File: src/rtl/rxof_pkg.sv
package rxof_pkg;
  localparam int unsigned RXOF_DATA_W = 8;
  localparam int unsigned RXOF_DEPTH  = 16;
  localparam int unsigned RXOF_REG_W  = 16;
  localparam int unsigned RXOF_FLAG_BIT = 0;

  typedef struct packed {
    logic set_req;
    logic clr_req;
  } flag_evt_t;
endpackage

File: src/rtl/rxof_fifo.sv
module rxof_fifo #(
  parameter int unsigned DATA_W = 8,
  parameter int unsigned DEPTH  = 16,
  localparam int unsigned PTR_W = (DEPTH > 1) ? $clog2(DEPTH) : 1,
  localparam int unsigned CNT_W = $clog2(DEPTH + 1)
) (
  input  logic              clk,
  input  logic              rst_n,
  input  logic              push,
  input  logic [DATA_W-1:0] push_data,
  input  logic              pop,
  output logic [DATA_W-1:0] head_data,
  output logic [CNT_W-1:0]  count,
  output logic              empty,
  output logic              full
);
  localparam logic [PTR_W-1:0] LAST_IDX = PTR_W'(DEPTH - 1);
  localparam logic [CNT_W-1:0] FULL_CNT = CNT_W'(DEPTH);

  logic [DATA_W-1:0] store_q [DEPTH];
  logic [PTR_W-1:0]  wr_ptr_q, rd_ptr_q;
  logic [CNT_W-1:0]  cnt_q;
  logic              do_push, do_pop;

  assign empty   = (cnt_q == '0);
  assign full    = (cnt_q == FULL_CNT);
  assign do_pop  = pop && !empty;
  assign do_push = push && (!full || do_pop);

  function automatic logic [PTR_W-1:0] ptr_next(input logic [PTR_W-1:0] p);
    return (p == LAST_IDX) ? '0 : p + 1'b1;
  endfunction

  for (genvar gi = 0; gi < DEPTH; gi++) begin : g_slot
    always_ff @(posedge clk) begin
      if (do_push && (wr_ptr_q == PTR_W'(gi))) store_q[gi] <= push_data;
    end
  end

  always_ff @(posedge clk or negedge rst_n) begin
    if (!rst_n) begin
      wr_ptr_q <= '0;
      rd_ptr_q <= '0;
      cnt_q    <= '0;
    end else begin
      if (do_push) wr_ptr_q <= ptr_next(wr_ptr_q);
      if (do_pop)  rd_ptr_q <= ptr_next(rd_ptr_q);
      case ({do_push, do_pop})
        2'b10:   cnt_q <= cnt_q + 1'b1;
        2'b01:   cnt_q <= cnt_q - 1'b1;
        default: cnt_q <= cnt_q;
      endcase
    end
  end

  assign head_data = empty ? '0 : store_q[rd_ptr_q];
  assign count     = cnt_q;
endmodule

File: src/rtl/rxof_flag.sv
module rxof_flag
  import rxof_pkg::*;
(
  input  logic      clk,
  input  logic      rst_n,
  input  flag_evt_t evt,
  input  logic      reg_rd,
  output logic      flag,
  output logic      armed
);
  logic flag_q, arm_q;
  logic clr_ok;

  // a clearing write counts only with an arm recorded on an earlier cycle
  assign clr_ok = evt.clr_req && arm_q && flag_q;

  always_ff @(posedge clk or negedge rst_n) begin
    if (!rst_n) begin
      flag_q <= 1'b0;
      arm_q  <= 1'b0;
    end else begin
      if (evt.set_req) begin
        flag_q <= 1'b1;          // set beats a clear in the same cycle
        arm_q  <= 1'b0;
      end else if (clr_ok) begin
        flag_q <= 1'b0;
        arm_q  <= 1'b0;
      end else if (reg_rd && flag_q) begin
        arm_q  <= 1'b1;
      end
    end
  end

  assign flag  = flag_q;
  assign armed = arm_q;
endmodule

File: src/rtl/rxof_regif.sv
module rxof_regif
  import rxof_pkg::*;
#(
  parameter int unsigned REG_W = 16
) (
  input  logic             reg_wr,
  input  logic [REG_W-1:0] reg_wdata,
  input  logic             flag,
  output logic             clr_req,
  output logic [REG_W-1:0] rdata
);
  // only a zero in the flag position requests a clear; all other bits are dropped
  assign clr_req = reg_wr && !reg_wdata[RXOF_FLAG_BIT];

  always_comb begin
    rdata = '0;
    rdata[RXOF_FLAG_BIT] = flag;
  end
endmodule

File: src/rtl/rx_overrun_fifo.sv
module rx_overrun_fifo
  import rxof_pkg::*;
#(
  parameter int unsigned DATA_W = RXOF_DATA_W,
  parameter int unsigned DEPTH  = RXOF_DEPTH,
  parameter int unsigned REG_W  = RXOF_REG_W,
  localparam int unsigned CNT_W = $clog2(DEPTH + 1)
) (
  input  logic              clk,
  input  logic              rst_n,
  input  logic              rx_en,
  input  logic              rx_valid,
  input  logic [DATA_W-1:0] rx_data,
  output logic              rx_ready,
  output logic              rx_inhibit,
  output logic              out_valid,
  output logic [DATA_W-1:0] out_data,
  input  logic              out_ready,
  output logic [CNT_W-1:0]  fifo_count,
  output logic              fifo_empty,
  output logic              fifo_full,
  input  logic              reg_rd,
  input  logic              reg_wr,
  input  logic [REG_W-1:0]  reg_wdata,
  output logic [REG_W-1:0]  reg_rdata
);
  logic      flag, armed, xfer, pop, clr_req;
  flag_evt_t evt;

  assign rx_ready   = rx_en && !flag;
  assign xfer       = rx_valid && rx_ready;
  assign pop        = out_ready && !fifo_empty;
  assign evt.set_req = xfer && fifo_full && !pop;
  assign evt.clr_req = clr_req;

  rxof_fifo #(.DATA_W(DATA_W), .DEPTH(DEPTH)) u_fifo (
    .clk(clk), .rst_n(rst_n), .push(xfer), .push_data(rx_data), .pop(pop),
    .head_data(out_data), .count(fifo_count), .empty(fifo_empty), .full(fifo_full)
  );

  rxof_flag u_flag (
    .clk(clk), .rst_n(rst_n), .evt(evt), .reg_rd(reg_rd),
    .flag(flag), .armed(armed)
  );

  rxof_regif #(.REG_W(REG_W)) u_regif (
    .reg_wr(reg_wr), .reg_wdata(reg_wdata), .flag(flag),
    .clr_req(clr_req), .rdata(reg_rdata)
  );

  assign rx_inhibit = flag;
  assign out_valid  = !fifo_empty;
endmodule

File: config.mk
export PLATFORM = sky130hd
export DESIGN_NAME = rx_overrun_fifo
export DESIGN_NICKNAME = d
export VERILOG_FILES = /design/src/rtl/rxof_pkg.sv /design/src/rtl/rxof_fifo.sv /design/src/rtl/rxof_flag.sv /design/src/rtl/rxof_regif.sv /design/src/rtl/rx_overrun_fifo.sv
export SDC_FILE = /design/constraint.sdc
export NUM_CORES = 1
export LEC_CHECK = 0
export BUFFER_PORTS_ARGS = -buffer_cell sky130_fd_sc_hd__buf_2
export CAP_MARGIN = 20
export CORE_MARGIN = 2
export CORE_UTILIZATION = 50
export DETAILED_ROUTE_END_ITERATION = 7
export PLACE_DENSITY = 0.72
export SLEW_MARGIN = 20
export SYNTH_ARGS = -nofsm -noshare
export SYNTH_HDL_FRONTEND = slang
export SYNTH_SLANG_ARGS = --single-unit
File: constraint.sdc
create_clock -name clk -period 2.9 [get_ports clk]
set_input_delay 0.145 -clock clk [delete_from_list [all_inputs] [get_ports clk]]
set_output_delay 0.145 -clock clk [all_outputs]
set_load 0.02 [all_outputs]
---- After elaboration in Yosys (flattened, before gate mapping) ----
Memory sizes are Yosys's and may differ from the RTL's.
Index checks and enable logic that the tools add are counted.
cells by class
  eq/ne operators ......................... 19
  add/subtract/negate cells ............... 4
  multiplexer cells ....................... 86
  reductions and logical operators ........ 53
operators with widths
  kind                 count
  $mux 8               16
  $reduce_or 8->1      15
  $mux 4               17
  $mux 1               52
  $eq 4x4->1 const B   9
  $logic_and 1x1->1    27
  $eq 4x3->1 const B   4
  $pmux 5 s2           1
  $add 4x1->4 const B  2
  $eq 4x2->1 const B   2
  $add 5x1->5 const B  1
  $eq 5x5->1 const B   1
  $logic_not 1->1      5
  $logic_not 5->1      1
  $sub 5x1->5 const B  1
  $eq 4x1->1 const B   1
  $logic_not 4->1      1
  $reduce_bool 2->1    2
  $reduce_bool 3->1    1
  $eq 2x1->1 const B   1
  $eq 2x2->1 const B   1
  $logic_or 1x1->1     1
word-level totals
  input bits .............................. 31
  memory bits (writable) .................. 128
  flip-flop bits (word level) ............. 15
  word-level logic and storage cells ...... 168
  memories kept ........................... 1
  output and inout bits ................... 34
memories
  name            depth  bits a word  read ports  clocked after memory_dff  wr ports  RTL line         RTL
  u_fifo.store_q  16     8            1           0                         1         rxof_fifo.sv:20  logic [DATA_W-1:0] store_q [DEPTH];

---- Depth between registers and ports, before layout ----
  depth in word-level cells ............... 25
  mapped depth ............................ 9
  mapped depth without buffers ............ 8

---- By module ----
A second synthesis with hierarchy kept.
unflattened totals
  cell total of the unflattened synthesis .. 337
  area total of the unflattened synthesis .. 6094.6 µm²
modules (own cells, without submodules)
  module           area each (µm²)  cells an instance  times used  sequential area each (µm²)
  rxof_fifo        5831.8           307                1           4169.0
  rxof_regif       137.6            18                 1           0.0
  rxof_flag        87.6             7                  1           50.0
  rx_overrun_fifo  37.5             5                  1           0.0

---- Worst setup path after synthesis ----
No wires, ideal clock.
  path type ............................... flip-flop to flip-flop
  start point ............................. register u_fifo.cnt_q[2] (netlist: u_fifo.count[2])
  end point ............................... register u_fifo.cnt_q[4] (netlist: u_fifo.count[4])
  arrival time ............................ 3044 ps
  required time ........................... 2774 ps
  cell stages (with the launch flop) ...... 10
  path slack .............................. -270 ps
  setup time .............................. 126 ps
  buffers on the path ..................... 1
  clock period less this slack ............ 3170 ps
  path through ............................ dfrtp_1 > or4_1 > buf_2 > o21ai_1 > nor2_1 > fa_1 > a21o_1 > a21oi_1 > mux2_4 > a311o_1
on the way
  cells in the longest elaborated chain, start to end .. 8
  elaborated cells on any way between the ends .. 14
  classes of those cells .................. 2 x add/sub; 3 x eq/ne; 1 x mux; 8 x reduce/logical
ends and longest elaborated chain
  element                                          RTL line                                RTL
  start: declaration                               rxof_fifo.sv:22                         logic [CNT_W-1:0] cnt_q;
  start signal: assignment                         rxof_fifo.sv:49                         2'b10: cnt_q <= cnt_q + 1'b1;
  start signal: assignment                         rxof_fifo.sv:50                         2'b01: cnt_q <= cnt_q - 1'b1;
  start signal: assignment                         rxof_fifo.sv:51                         default: cnt_q <= cnt_q;
  $logic_not 5->1                                  rxof_fifo.sv:25                         assign empty = (cnt_q == '0);
  $logic_not 1->1                                  rxof_fifo.sv:27, rx_overrun_fifo.sv:32
  $logic_and 1x1->1                                rx_overrun_fifo.sv:32                   assign pop = out_ready && !fifo_empty;
  $logic_and 1x1->1                                rxof_fifo.sv:27                         assign do_pop = pop && !empty;
  $logic_or 1x1->1                                 rxof_fifo.sv:28                         assign do_push = push && (!full || do_pop);
  $logic_and 1x1->1                                rxof_fifo.sv:28
  $eq 2x1->1 or $eq 2x2->1 (tied branches)         rxof_fifo.sv:48                         case ({do_push, do_pop})
  $pmux 5 s2 or $reduce_bool 2->1 (tied branches)  n/a
Parallel ways exist; a longest one is shown, timed or not.
A chain may end at the register's enable or synchronous reset.

---- Worst setup path in the final report ----
  start point ............................. register u_fifo.cnt_q[3] (netlist: u_fifo.count[3])
  end point ............................... register u_fifo.cnt_q[4] (netlist: u_fifo.count[4])
Same word-level chain as after synthesis.

==> flow_metrics.tcl <==
set metrics [dict create \
    outcome "finished clean" \
    crit_path_top_delay_cell "or4_1" \
    rows 40 \
    antenna_found_initial 0 \
    finClkSkew_ns 0.00624 \
    port_buffers 34 \
    powerDensity_nw_per_um2 1010 \
    p_comb_share_pct 31.0 \
    crit_end "u_fifo.count[4]$_DFFE_PN0P_" \
    holdWs_ns 0.0501 \
    swShare_pct 32.5 \
    ys_seq_elements 143 \
    rr_worst_depth 8 \
    synthArstFlopShare_pct 10.5 \
    min_period_ns 2.86 \
    clock_sinks 143 \
    wire_per_inst_um 21.8 \
    critPathLaunchType "register" \
    grt_pass1_wl_um 18200 \
    fin_util_pct 59.2 \
    synthCells 324 \
    yosysUniqueCellTypes 44 \
    finalWirelength_um 11800 \
    clock_path_buffers 2 \
    r2r_start "u_fifo.count[3]$_DFFE_PN0P_" \
    syn_avg_cell_area_um2 18.5 \
    clockRootBuffer "clkbuf_16" \
    required_ns 3.20 \
    worstPathMaxFanout 5 \
    gr-total-overflow 0 \
    arrival_ns 3.16 \
    min_path_type "primary input to register" \
    antenna_cells 0 \
    antenna_left 0 \
    grt_setup_unrepaired "yes" \
    power_switching_w 0.00230 \
    ir_drop_mv 0.409 \
    drt_pre_antenna_iters 5 \
    r2r-end "u_fifo.count[4]$_DFFE_PN0P_" \
    drive_above_1_share_pct 32.6 \
    endpoint_kind "register" \
    startpoint "u_fifo.count[3]$_DFFE_PN0P_" \
    fmax_mhz 350 \
    drv_cap 0 \
    multi_input_area_um2 1670 \
    place_hpwl_um 7110 \
    clock_latency_ns 0.42 \
    synth-seq-area-share_pct 70.3 \
    htreeDepth 4 \
    grt_pass1_vias 3241 \
    fillers 841 \
    gp_congestion 0.749 \
    core_area_um2 11900 \
    track_usage_pct 19.8 \
    crit_chain "or4_1 > o21ai_4 > nor2_2 > fa_1 > a21o_1 > a21oi_4 > mux2_4 > a311o_1" \
    start_util_pct 50.6 \
    clkTransAtPathRegs_ns 0.06 \
    syn_to_final_growth_pct 17.1 \
    syn-cell-area_um2 6000 \
    post-cts-setup-buffers 0 \
    final.period_utilization_pct 98.6 \
    top_level_ports 65 \
    die_x_um 114 \
    finalSetupViolations 0 \
    numCtsBuffers 17 \
    clkPwrFrac_pct 32.3 \
    ys_warn_count 0 \
    tritoncts "yes" \
    grt_max_degree 37 \
    relSlewSlack_pct 36.7 \
    p_leak_nw 2.52 \
    seqCellArea_um2 4220 \
    p_int_w 0.00480 \
    synth_edf_count 128 \
    path_class "register to register" \
    die-area_um2 12900 \
    drc 0 \
    max_stage_delay_ns 0.60 \
    vias 3144 \
    maxSlewViolCount 0 \
    ys.flop_type "edfxtp_1" \
    die_h_um 114 \
    power_frac_seq_pct 36.7 \
    drtIter0Drc 308 \
    hold_viol_final 0 \
    rrSetupSlack_ns 0.04 \
    viasPerCell 5.82 \
    hold_depth 4 \
    tightest_slew_ns 0.949 \
    nets 420 \
]
==> critical path, delay by kind of cell (launching register included) <==
kind	cells	cell delay, ns
muxes	1	0.31
adders and majority gates	1	0.42
AOI/OAI and AO/OA	4	0.90
DFF	1	0.43
and+or+nand+nor	2	0.68
==> cell type report <==
| type | instances | area share, % |
|---|---|---|
| clock buffer | 17 | 6.06 |
| multi-input combinational | 164 | 23.8 |
| timing repair buffer | 50 | 4.17 |
| sequential | 143 | 60.2 |
| tap | 147 | 2.62 |
| clock inverter | 15 | 2.94 |
| inverter | 4 | 0.214 |
==> metrics by stage <==
step | TNS, ns | worst slack, ns | cell area (um2) | cells | total power, W
floorplan | 0 | 0.00580 | 6070 | 338 | 0.00417
finish | 0 | 0.0401 | 7020 | 540 | 0.00710
global route | -0.109 | -0.0597 | 7020 | 540 | 0.00743
detailed placement | 0 | 0.0166 | 6370 | 507 | 0.00483
global placement | 0 | 0.122 | 6370 | 507 | 0.00477
CTS | 0 | 0.00440 | 7010 | 540 | 0.00713
==> worst min-delay path by stage <==
| stage | end | slack (ns) | from |
|---|---|---|---|
| finish | u_flag.flag$_DFFE_PN0N_ | 0.05 | reg_wdata[0] |
| global route | u_flag.flag$_DFFE_PN0N_ | 0.08 | reg_wdata[0] |
| CTS | u_flag.flag$_DFFE_PN0N_ | 0.04 | reg_wdata[0] |
| detailed placement | u_fifo.count[0]$_DFFE_PN0P_ | 0.08 | rst_n |
| global placement | u_fifo.count[0]$_DFFE_PN0P_ | 0.07 | rst_n |
| floorplan | u_fifo.count[0]$_DFFE_PN0P_ | -0.15 | rst_n |
==> state kept, by name (all words and copies together), names as in the netlist <==
name and cells:
u_fifo.count 5, u_fifo.rd_ptr_q 4, u_fifo.store_q 128, u_fifo.wr_ptr_q 4, u_flag.armed 1, u_flag.flag 1
==> Yosys cell counts, types with 7 or more instances <==
master    count  area, um2
dfrtp_1      15        375
nand2_1      10       37.5
o21ai_0      12       60.1
edfxtp_1    128       3840
ha_1          8        100
mux4_2       32        721
mux2i_1       9       90.1
buf_4        16        120
a21oi_1       7       35.0
a22oi_1       8       60.1
and3_1       10       62.6
==> power by group through the flow <==
stage	registers (W)	clock network, W	logic (W)
floorplan	0.00266	0	0.00152
global placement	0.00264	0	0.00213
detailed placement	0.00265	0	0.00218
CTS	0.00261	0.00231	0.00221
global route	0.00264	0.00240	0.00239
finish	0.00261	0.00229	0.00220
==> routing by layer <==
metal / global-route usage, % / vias to the layer above / share of wire (%)
met3: 5.10 / 11 / 7.4
met1: 25.6 / 1622 / 39
met5: 0 / - / 0
met4: 9.02 / 0 / 0.95
met2: 32.0 / 117 / 53
li1: - / 1394 / -
==> layout by cell type, fill, tap and decap left out, drive strengths merged, types with 5 or more instances in the layout <==
cell type / instances
o21ai: 13
mux4: 32
mux2: 5
mux2i: 9
buf: 49
clkinv: 7
dfrtp: 15
ha: 8
edfxtp: 128
a22oi: 8
a21oi: 7
clkbuf: 17
and3: 10
inv: 9
conb: 15
nand2: 10
==> repair_timing <==
item | in CTS | in global routing
endpoints found under the setup margin | 0 | 2
hold buffers | 1 | 0
hold endpoints to repair | 15 | 0
gates resized for setup | 0 | 1
==> cells by family (layout without fill, tap and decap cells) <==
kind of cell	after synthesis	after routing	share of synthesized area (%)
other cells	1	15	0.0625
fa+ha+maj	9	9	2.00
compound gates	40	40	4.44
mux	46	46	14.5
simple gates	49	49	4.86
flops	143	143	70.3
xor+xnor	5	5	0.730
buf+inv	31	86	3.05
Power figures use the tool's default switching activity.
